`config.mk`:
```
export PLATFORM = sky130hd
export DESIGN_NAME = event_store_roll
export DESIGN_NICKNAME = d
export VERILOG_FILES = /design/src/rtl/evs_pkg.sv /design/src/rtl/evs_ctrl.sv /design/src/rtl/evs_datapath.sv /design/src/rtl/event_store_roll.sv
export SDC_FILE = /design/constraint.sdc
export NUM_CORES = 2
export LEC_CHECK = 0
export BUFFER_PORTS_ARGS = -buffer_cell sky130_fd_sc_hd__clkbuf_2
export CORE_MARGIN = 2
export CORE_UTILIZATION = 23
export DETAILED_ROUTE_END_ITERATION = 10
export GPL_TIMING_DRIVEN = 0
export PLACE_DENSITY = 0.47
export SETUP_SLACK_MARGIN = 0.15
export SLEW_MARGIN = 30
export SYNTH_ARGS = -nofsm -noshare
export SYNTH_HDL_FRONTEND = slang
export SYNTH_SLANG_ARGS = --single-unit
export TNS_END_PERCENT = 30
```
`constraint.sdc`:
```
create_clock -name clk -period 4.7 [get_ports clk]
set_input_delay 0.47 -clock clk [delete_from_list [all_inputs] [get_ports clk]]
set_output_delay 0.47 -clock clk [all_outputs]
set_load 0.005 [all_outputs]
```
`src/rtl/evs_pkg.sv`:
```
package evs_pkg;
  typedef enum logic [1:0] {
    PH_IDLE = 2'd0,
    PH_ACQ  = 2'd1,
    PH_CONV = 2'd2,
    PH_READ = 2'd3
  } phase_e;

  typedef struct packed {
    logic wrEn;
    logic loadCnt;
    logic loadEv;
    logic shiftEn;
  } strobe_t;
endpackage

```
`src/rtl/evs_ctrl.sv`:
```
module evs_ctrl
  import evs_pkg::*;
#(
  parameter int DEPTH  = 127,
  parameter int BCID_W = 12,
  parameter int EV_W   = 20,
  parameter int CNT_W  = $clog2(DEPTH + 1),
  parameter int ADDR_W = $clog2(DEPTH)
) (
  input  logic              clk,
  input  logic              rstN,
  input  logic              rollMode,
  input  logic [1:0]        phase,
  input  logic              trigValid,
  input  logic              tokenIn,
  output strobe_t           strb,
  output logic [ADDR_W-1:0] wrAddr,
  output logic [ADDR_W-1:0] rdAddr,
  output logic [BCID_W-1:0] tag,
  output logic [CNT_W-1:0]  evCount,
  output logic              memFull,
  output logic              dataValid,
  output logic              tokenOut
);
  localparam int SH_W  = (EV_W > CNT_W) ? EV_W : CNT_W;
  localparam int BIT_W = $clog2(SH_W + 1);
  localparam logic [ADDR_W-1:0] LAST_ADDR = ADDR_W'(DEPTH - 1);
  localparam logic [CNT_W-1:0]  FULL_CNT  = CNT_W'(DEPTH);

  typedef enum logic [1:0] {RD_IDLE, RD_SEND, RD_PASS} rd_e;

  logic [1:0]        prevPhase;
  logic [ADDR_W-1:0] wrPtr, wrBase, rdPtr;
  logic [CNT_W-1:0]  count, cntBase, evLeft;
  logic [BCID_W-1:0] bcidCnt;
  logic [BIT_W-1:0]  bitsLeft;
  rd_e               rdState;
  logic              inAcq, acqEntry, canWrite, rdStart, lastBit;

  assign inAcq    = (phase == PH_ACQ);
  assign acqEntry = inAcq && (prevPhase != PH_ACQ);
  assign wrBase   = acqEntry ? '0 : wrPtr;
  assign cntBase  = acqEntry ? '0 : count;
  assign canWrite = inAcq && trigValid && (rollMode || cntBase != FULL_CNT);
  assign tag      = acqEntry ? '0 : bcidCnt;
  assign wrAddr   = wrBase;
  assign rdAddr   = rdPtr;
  assign evCount  = count;
  assign memFull  = !rollMode && (count == FULL_CNT);

  assign rdStart   = (rdState == RD_IDLE) && tokenIn && (phase == PH_READ);
  assign lastBit   = (bitsLeft == BIT_W'(1));
  assign dataValid = (rdState == RD_SEND);
  assign tokenOut  = (rdState == RD_PASS);

  always_comb begin
    strb         = '0;
    strb.wrEn    = canWrite;
    strb.loadCnt = rdStart;
    if (rdState == RD_SEND) begin
      if (lastBit && evLeft != '0) strb.loadEv  = 1'b1;
      else                         strb.shiftEn = 1'b1;
    end
  end

  // acquisition side: pointers, occupancy, bunch-crossing tag
  always_ff @(posedge clk or negedge rstN) begin
    if (!rstN) begin
      prevPhase <= PH_IDLE;
      wrPtr     <= '0;
      count     <= '0;
      bcidCnt   <= '0;
    end else begin
      prevPhase <= phase;
      if (inAcq) begin
        bcidCnt <= acqEntry ? BCID_W'(1) : bcidCnt + BCID_W'(1);
        if (canWrite) begin
          wrPtr <= (wrBase == LAST_ADDR) ? '0 : wrBase + ADDR_W'(1);
          count <= (cntBase == FULL_CNT) ? cntBase : cntBase + CNT_W'(1);
        end else begin
          wrPtr <= wrBase;
          count <= cntBase;
        end
      end
    end
  end

  // readout side: count field, then events oldest first, then token
  always_ff @(posedge clk or negedge rstN) begin
    if (!rstN) begin
      rdState  <= RD_IDLE;
      rdPtr    <= '0;
      evLeft   <= '0;
      bitsLeft <= '0;
    end else begin
      case (rdState)
        RD_IDLE: if (rdStart) begin
          rdPtr    <= (rollMode && count == FULL_CNT) ? wrPtr : '0;
          evLeft   <= count;
          bitsLeft <= BIT_W'(CNT_W);
          rdState  <= RD_SEND;
        end
        RD_SEND: begin
          if (lastBit) begin
            if (evLeft != '0) begin
              rdPtr    <= (rdPtr == LAST_ADDR) ? '0 : rdPtr + ADDR_W'(1);
              evLeft   <= evLeft - CNT_W'(1);
              bitsLeft <= BIT_W'(EV_W);
            end else begin
              rdState <= RD_PASS;
            end
          end else begin
            bitsLeft <= bitsLeft - BIT_W'(1);
          end
        end
        default: rdState <= RD_IDLE;
      endcase
    end
  end
endmodule

```
`src/rtl/evs_datapath.sv`:
```
module evs_datapath
  import evs_pkg::*;
#(
  parameter int DEPTH    = 127,
  parameter int CHANNELS = 8,
  parameter int BCID_W   = 12,
  parameter int EV_W     = BCID_W + CHANNELS,
  parameter int CNT_W    = $clog2(DEPTH + 1),
  parameter int ADDR_W   = $clog2(DEPTH)
) (
  input  logic                clk,
  input  logic                rstN,
  input  strobe_t             strb,
  input  logic [ADDR_W-1:0]   wrAddr,
  input  logic [ADDR_W-1:0]   rdAddr,
  input  logic [BCID_W-1:0]   tag,
  input  logic [CHANNELS-1:0] hits,
  input  logic [CNT_W-1:0]    evCount,
  output logic                dataOut
);
  localparam int SH_W = (EV_W > CNT_W) ? EV_W : CNT_W;

  logic [EV_W-1:0] mem [DEPTH];
  logic [SH_W-1:0] shiftReg;

  always_ff @(posedge clk) begin
    if (strb.wrEn) mem[wrAddr] <= {tag, hits};
  end

  always_ff @(posedge clk or negedge rstN) begin
    if (!rstN)             shiftReg <= '0;
    else if (strb.loadCnt) shiftReg <= SH_W'(evCount) << (SH_W - CNT_W);
    else if (strb.loadEv)  shiftReg <= SH_W'(mem[rdAddr]) << (SH_W - EV_W);
    else if (strb.shiftEn) shiftReg <= shiftReg << 1;
  end

  assign dataOut = shiftReg[SH_W-1];
endmodule

```
`src/rtl/event_store_roll.sv`:
```
module event_store_roll
  import evs_pkg::*;
#(
  parameter int DEPTH    = 127,
  parameter int CHANNELS = 8,
  parameter int BCID_W   = 12
) (
  input  logic                clk,
  input  logic                rstN,
  input  logic                rollMode,
  input  logic [1:0]          phase,
  input  logic                trigValid,
  input  logic [CHANNELS-1:0] trigHits,
  input  logic                tokenIn,
  output logic                memFull,
  output logic                dataOut,
  output logic                dataValid,
  output logic                tokenOut
);
  localparam int EV_W   = BCID_W + CHANNELS;
  localparam int CNT_W  = $clog2(DEPTH + 1);
  localparam int ADDR_W = $clog2(DEPTH);

  strobe_t           strb;
  logic [ADDR_W-1:0] wrAddr, rdAddr;
  logic [BCID_W-1:0] tag;
  logic [CNT_W-1:0]  evCount;

  evs_ctrl #(.DEPTH(DEPTH), .BCID_W(BCID_W), .EV_W(EV_W)) ctrl_i (
    .clk(clk), .rstN(rstN), .rollMode(rollMode), .phase(phase),
    .trigValid(trigValid), .tokenIn(tokenIn), .strb(strb),
    .wrAddr(wrAddr), .rdAddr(rdAddr), .tag(tag), .evCount(evCount),
    .memFull(memFull), .dataValid(dataValid), .tokenOut(tokenOut)
  );

  evs_datapath #(.DEPTH(DEPTH), .CHANNELS(CHANNELS), .BCID_W(BCID_W)) dp_i (
    .clk(clk), .rstN(rstN), .strb(strb), .wrAddr(wrAddr), .rdAddr(rdAddr),
    .tag(tag), .hits(trigHits), .evCount(evCount), .dataOut(dataOut)
  );
endmodule

```
== Word level (Yosys, flattened, before mapping) ==
Memory sizes are Yosys's and may differ from the RTL's.
Cells that the tools add are included.
Widths: inputs -> output; s select.

* Input port bits: 15
* Output and inout port bits: 4
* Memories: 1
* Register bits: 69
* Bits in writable memories: 2540

* Multiplexer cells: 34
* Add/sub/neg operators: 6
* Equal/unequal tests: 16
* Reduce and logical (&&, ||, !) cells: 17

{| class="wikitable"
|+ Memory list
! memory !! depth !! width !! read ports !! clocked after Yosys merged registers in !! write ports !! line !! source
|-
| dp_i.mem || 127 || 20 || 1 || 0 || 1 || evs_datapath.sv:23 || <nowiki>logic [EV_W-1:0] mem [DEPTH];</nowiki>
|}

{| class="wikitable"
|+ Operator list
! cell !! count
|-
| $mux 7 || 14
|-
| $mux 20 || 3
|-
| $eq 7x7->1 const B || 4
|-
| $pmux 7 s2 || 2
|-
| $mux 12 || 2
|-
| $add 7x1->7 const B || 3
|-
| $mux 5 || 3
|-
| $add 12x1->12 const B || 1
|-
| $pmux 5 s2 || 1
|-
| $logic_and 1x1->1 || 8
|-
| $mux 2 || 4
|-
| $ne 2x1->1 const B || 4
|-
| $ne 7x7->1 const B || 1
|-
| $reduce_bool 7->1 || 1
|-
| $sub 7x1->7 const B || 1
|-
| $reduce_and 3->1 || 2
|-
| $eq 5x1->1 const B || 1
|-
| $sub 5x1->5 const B || 1
|-
| $eq 2x1->1 const B || 2
|-
| $eq 2x2->1 const B || 2
|-
| $mux 1 || 4
|-
| $pmux 2 s2 || 1
|-
| $reduce_and 4->1 || 1
|-
| $ne 3x3->1 const B || 1
|-
| other kinds (6) || 6
|}

== Longest topological paths before layout ==
* Depth in word-level cells: 8
* Depth in mapped cells: 13
* Mapped depth without buffers: 10

== Hierarchy ==
A second synthesis with hierarchy kept.

* Cells, all modules: 4898
* Area total of the unflattened synthesis: 102171.7 um^2

{| class="wikitable"
|+ By module, submodules not included
! module !! cells an instance !! times used !! area an instance (um^2) !! sequential area each (um^2)
|-
| evs_datapath || 4573 || 1 || 99130.1 || 76773.6
|-
| evs_ctrl || 325 || 1 || 3041.7 || 1226.2
|}

== Worst setup path after synthesis ==
Ideal clock, no wire load.

* Path kind: input to register
* From: in phase[0]
* To: mem dp_i.mem[95][0], enable pin
* Path buffers: 4
* Setup slack: 0.579 ns
* Stages: 13
* Arrival: 3.724 ns
* Data required time: 4.303 ns
* Cell sequence: nor2b_1 > clkbuf_1 > nand2_1 > clkbuf_1 > and2_1 > ha_1 > nand3_1 > o311a_1 > nand2_1 > or2_2 > clkbuf_1 > clkbuf_1 > nor2_1

* Word-level cells in the longest chain between the ends: 8
* Elaborated cells on any way between the ends: 10
* Those cells by class: eq/ne: 2; mux: 4; reduce/logical: 4

{| class="wikitable"
|+ RTL lines
! what !! line !! source
|-
| start, declared || event_store_roll.sv:11 || <nowiki>input logic [1:0] phase,</nowiki>
|-
| $eq 2x1->1 * || evs_ctrl.sv:40 || <nowiki>assign inAcq = (phase == PH_ACQ);</nowiki>
|-
| $logic_and 1x1->1 || evs_ctrl.sv:41 || <nowiki>assign acqEntry = inAcq && (prevPhase != PH_ACQ);</nowiki>
|-
| $mux 7 || evs_ctrl.sv:43 || <nowiki>assign cntBase = acqEntry ? '0 : count;</nowiki>
|-
| $ne 7x7->1 || evs_ctrl.sv:44 || <nowiki>assign canWrite = inAcq && trigValid && (rollMode || cntBase != FULL_CNT);</nowiki>
|-
| $logic_or 1x1->1 || evs_ctrl.sv:44 ||
|-
| $logic_and 1x1->1 || evs_ctrl.sv:44 ||
|-
| $mux 1 || evs_datapath.sv:27 || <nowiki>if (strb.wrEn) mem[wrAddr] <= {tag, hits};</nowiki>
|-
| $mux 1 (implied by the code) || evs_datapath.sv:27 ||
|-
| end, declared || evs_datapath.sv:23 ||
|}

Every way passes the cells marked *; elsewhere a longest branch is shown, timed or not.

== Worst setup path after layout ==
* From: reg ctrl_i.rdPtr[5] (netlist: ctrl_i.rdAddr[5])
* To: reg dp_i.shiftReg[15]

* Word-level cells in the longest chain between the ends: 3

{| class="wikitable"
|+ RTL lines
! what !! line !! source
|-
| start, declared || evs_ctrl.sv:33 || <nowiki>logic [ADDR_W-1:0] wrPtr, wrBase, rdPtr;</nowiki>
|-
| start signal, assigned || evs_ctrl.sv:98 || <nowiki>rdPtr <= (rollMode && count == FULL_CNT) ? wrPtr : '0;</nowiki>
|-
| start signal, assigned || evs_ctrl.sv:106 || <nowiki>rdPtr <= (rdPtr == LAST_ADDR) ? '0 : rdPtr + ADDR_W'(1);</nowiki>
|-
| $mem_v2 127x20 || n/a ||
|-
| $mux 20 || evs_datapath.sv:33 || <nowiki>else if (strb.loadEv) shiftReg <= SH_W'(mem[rdAddr]) << (SH_W - EV_W);</nowiki>
|-
| $mux 20 || evs_datapath.sv:32 || <nowiki>else if (strb.loadCnt) shiftReg <= SH_W'(evCount) << (SH_W - CNT_W);</nowiki>
|-
| end signal, assigned || evs_datapath.sv:32 ||
|-
| end signal, assigned || evs_datapath.sv:33 ||
|-
| end signal, assigned || evs_datapath.sv:34 || <nowiki>else if (strb.shiftEn) shiftReg <= shiftReg << 1;</nowiki>
|-
| end, declared || evs_datapath.sv:24 || <nowiki>logic [SH_W-1:0] shiftReg;</nowiki>
|}

No other way between the ends.
A chain may end at the register's enable or synchronous reset.

==> flow_summary.ini <==
[status]
status = complete, but fails checks
violations = negative setup slack

[floorplanning]
die_h_microns = 668.0
coreArea_sq_mm = 0.4384
io_pins = 19
initial_core_util_pct = 23.13
die-width_microns = 668.0
design.die.area_sq_mm = 0.4462
rows = 243

[routing]
drt_iter0_drc = 10284
vias = 57701
final_antenna_net_count = 0
drc = 0
wl_met2_microns = 195500
dr.pass1.iters = 8
wl_per_cell_microns = 38.73
vias_per_cell = 5.056
dr_wl_met3_microns = 45720
top_layer = met5
wl_microns = 442000
drt-met1-wl_microns = 173100

[power_and_ir_drop]
power_density_mw_per_mm2 = 379.3
clkPwrFrac_pct = 46.3
p_int_mw = 38.07
power_frac_seq_pct = 52.7
swShare_pct = 21.17
ir_worst_vdd_mv = 0.2589
power_switching_mw = 10.22
combinationalPowerShare_pct = 1.0
leakagePower_nw = 39.16

[worst_setup_path]
path_class = flip-flop to flip-flop
crit_start = ctrl_i.rdAddr[5]
required_ns = 5.54
worstPathMaxFanout = 10
worstPathArrival_ns = 5.75
reg2reg_depth = 9
critPathCapture = dp_i.shiftReg[15]
setup.worst_path.end_class = flip-flop
r2r_setup_slack_ns = -0.21
rr_startpoint = ctrl_i.rdAddr[5]
startpoint_type = flip-flop
worstReg2RegEnd = dp_i.shiftReg[15]

[place]
pre_cts_slack_ns = -1.897
io_buffers = 18
finalWeightedCongestion = 0.9679
place_inst = 10778
hpwl_microns = 308400

[finish]
final_util_pct = 29.04
drive_gt1_share_pct = 33.71
final_cell_count_no_fill = 11412
nNetsFinal = 5315
synthToLayoutAreaGrowth_pct = 25.55
nFillCells = 42761

[global_routing]
antenna_found_initial = 38
grt_pass1_vias = 54354
grt_first_pass_wirelength_microns = 565100
track_usage_pct = 19.39
overflow = 0
grt_max_degree = 93

[clocking]
htree_levels = 5
numCtsBuffers = 294
root_buffer = clkbuf_16
clk_pin_slew_ns = 0.06
clk_latency_ns = 0.94
clockBufferDepth = 4
clock-sinks = 2609
cts_tree = done

[synth]
synth_nets = 4642
syn_inst = 4619
ys_seq_elements = 2609
syn_area_per_cell_sq_um = 21.95
synthArstFlopShare_pct = 2.645
synth_edf_count = 2540
synthFlopType = edfxtp_1
yosysUniqueCellTypes = 76
syn_area_sq_mm = 0.1014
yosys_warnings = 0
yosysSeqAreaShare_pct = 76.93

[hold_path]
hold_class = input port to asynchronous set/reset pin

[sta]
period_needed_ns = 4.914
slew_headroom_pct = 24.05
whs_ns = 0.06786
finalHoldViolCount = 0
fmax_mhz = 203.5
finalSetupTns_ns = -0.5880
tightest_slew_ns = 1.139
setup_violations = 5
rsz0062_at_grt = yes
skew_ns = 0.05881
setup_ws_ns = -0.2139
drv_slew = 0
fin_crit_sh_pct = 104.6

[run]
cap_violations = 0
## how the worst min path moves through the flow
stage | depth (start not counted) | endpoint | slack (ns) | startpoint
floorplan | 0 | ctrl_i.bcidCnt[0] | 0.17 | rstN
global placement | 1 | ctrl_i.bcidCnt[0] | 0.51 | ctrl_i.bcidCnt[0]
detailed placement | 1 | ctrl_i.evLeft[2] | 0.39 | rstN
CTS | 2 | ctrl_i.evLeft[5] | 0.03 | rstN
global route | 2 | ctrl_i.evLeft[5] | 0.07 | rstN
finish | 2 | ctrl_i.evLeft[5] | 0.07 | rstN
## Yosys cell counts, types with 10 or more instances
master	number	area, sq um
a31oi_1	10	62.56
nor2b_1	26	162.7
nand4_1	16	100.1
mux2_2	14	157.7
nand2b_1	20	125.1
mux2i_1	118	1181
buf_6	27	304.0
dfrtp_1	69	1727
mux4_2	678	15270
a221oi_1	17	148.9
a211oi_1	21	157.7
a22o_1	13	113.9
nor3_1	29	145.1
xor2_1	11	96.34
a22oi_1	60	450.4
buf_1	24	90.09
o22ai_1	13	81.33
buf_4	45	337.8
a21oi_1	60	300.3
o21ai_0	67	335.3
o211ai_1	18	135.1
nand2_1	127	476.7
edfxtp_1	2540	76270
and2_1	21	131.4
clkbuf_1	93	349.1
nand3_1	47	235.2
buf_2	62	310.3
inv_1	13	48.80
nor2_1	208	780.8
## registers in the layout (all words and copies together) (netlist names), 5 cells and up
signal / count
ctrl_i.bcidCnt: 12
dp_i.mem: 2540
ctrl_i.evLeft: 7
ctrl_i.wrPtr: 7
ctrl_i.rdAddr: 7
dp_i.shiftReg: 20
ctrl_i.evCount: 7
ctrl_i.bitsLeft: 5
## power by group through the flow
stage / Sequential (mW) / Combinational, mW / Clock [mW]
global placement: 26.0 / 0.378 / 0
floorplan: 25.9 / 0.111 / 0
global route: 25.4 / 0.536 / 23.4
detailed placement: 25.9 / 0.492 / 0
finish: 25.4 / 0.506 / 22.3
CTS: 25.4 / 0.502 / 22.6
## logic make-up after synthesis
family,share of synthesized area (%)
XOR/XNOR,0.1123
AND/OR/NAND/NOR,2.427
AO/OA/AOI/OAI,2.557
buffers and inverters,1.496
flip-flops,76.93
adder cells (fa/ha/maj),0.09873
multiplexers,16.38
## metrics by stage
step / instance area (sq um) / power [mW]
floorplan: 101400 / 26.05
global placement: 108800 / 26.37
detailed placement: 116700 / 26.42
CTS: 127000 / 48.51
global route: 127300 / 49.41
finish: 127300 / 48.29
## per-layer routing
layer  vias to the layer above  GRT usage, %
met3                       830         4.689
met4                         8         10.12
met1                     31955         25.80
li1                      20996             -
met5                         -             0
met2                      3912         29.32
## worst max-delay path, stage by stage, from the launching register on
cell and delay (ns):
dfrtp_1 0.44, clkbuf_1 0.80, inv_1 0.37, clkbuf_2 0.48, buf_8 0.31, clkbuf_2 0.46, nand2_1 0.64, o22ai_1 0.40
a211oi_1 0.67, a311o_1 0.21
## cells in the final DEF, fill, tap and decap left out, types with 64 or more instances in the layout
cell type	count
edfxtp_1	2540
dfrtp_1	69
clkbuf_1	83
buf_12	76
nor2_1	75
buf_4	131
mux2i_1	116
mux4_2	678
o21ai_0	64
nand2_1	125
clkinv_1	81
clkbuf_16	298
buf_16	202
nor2_4	128
## area by class of cell
type / count / area (sq um) / share of cell area (%)
antenna: 11 / 27.53 / 0.02162
buffer: 253 / 1695 / 1.332
clock buffer: 353 / 7704 / 6.051
clock inverter: 172 / 1466 / 1.152
inverter: 16 / 61.31 / 0.04816
multi-input combinational: 1739 / 23040 / 18.10
sequential: 2609 / 78000 / 61.27
tap: 5880 / 7357 / 5.779
timing repair buffer: 379 / 7954 / 6.248
## repair_timing
action                     in CTS  in global routing
pin swaps                      36                  8
hold endpoints to repair      167                  0
setup endpoints to repair    2029               1180
buffers inserted               73                 18
hold buffers                    6                  0
gates resized for setup        55                  6
Note: power is estimated with default switching activity, not from simulation.
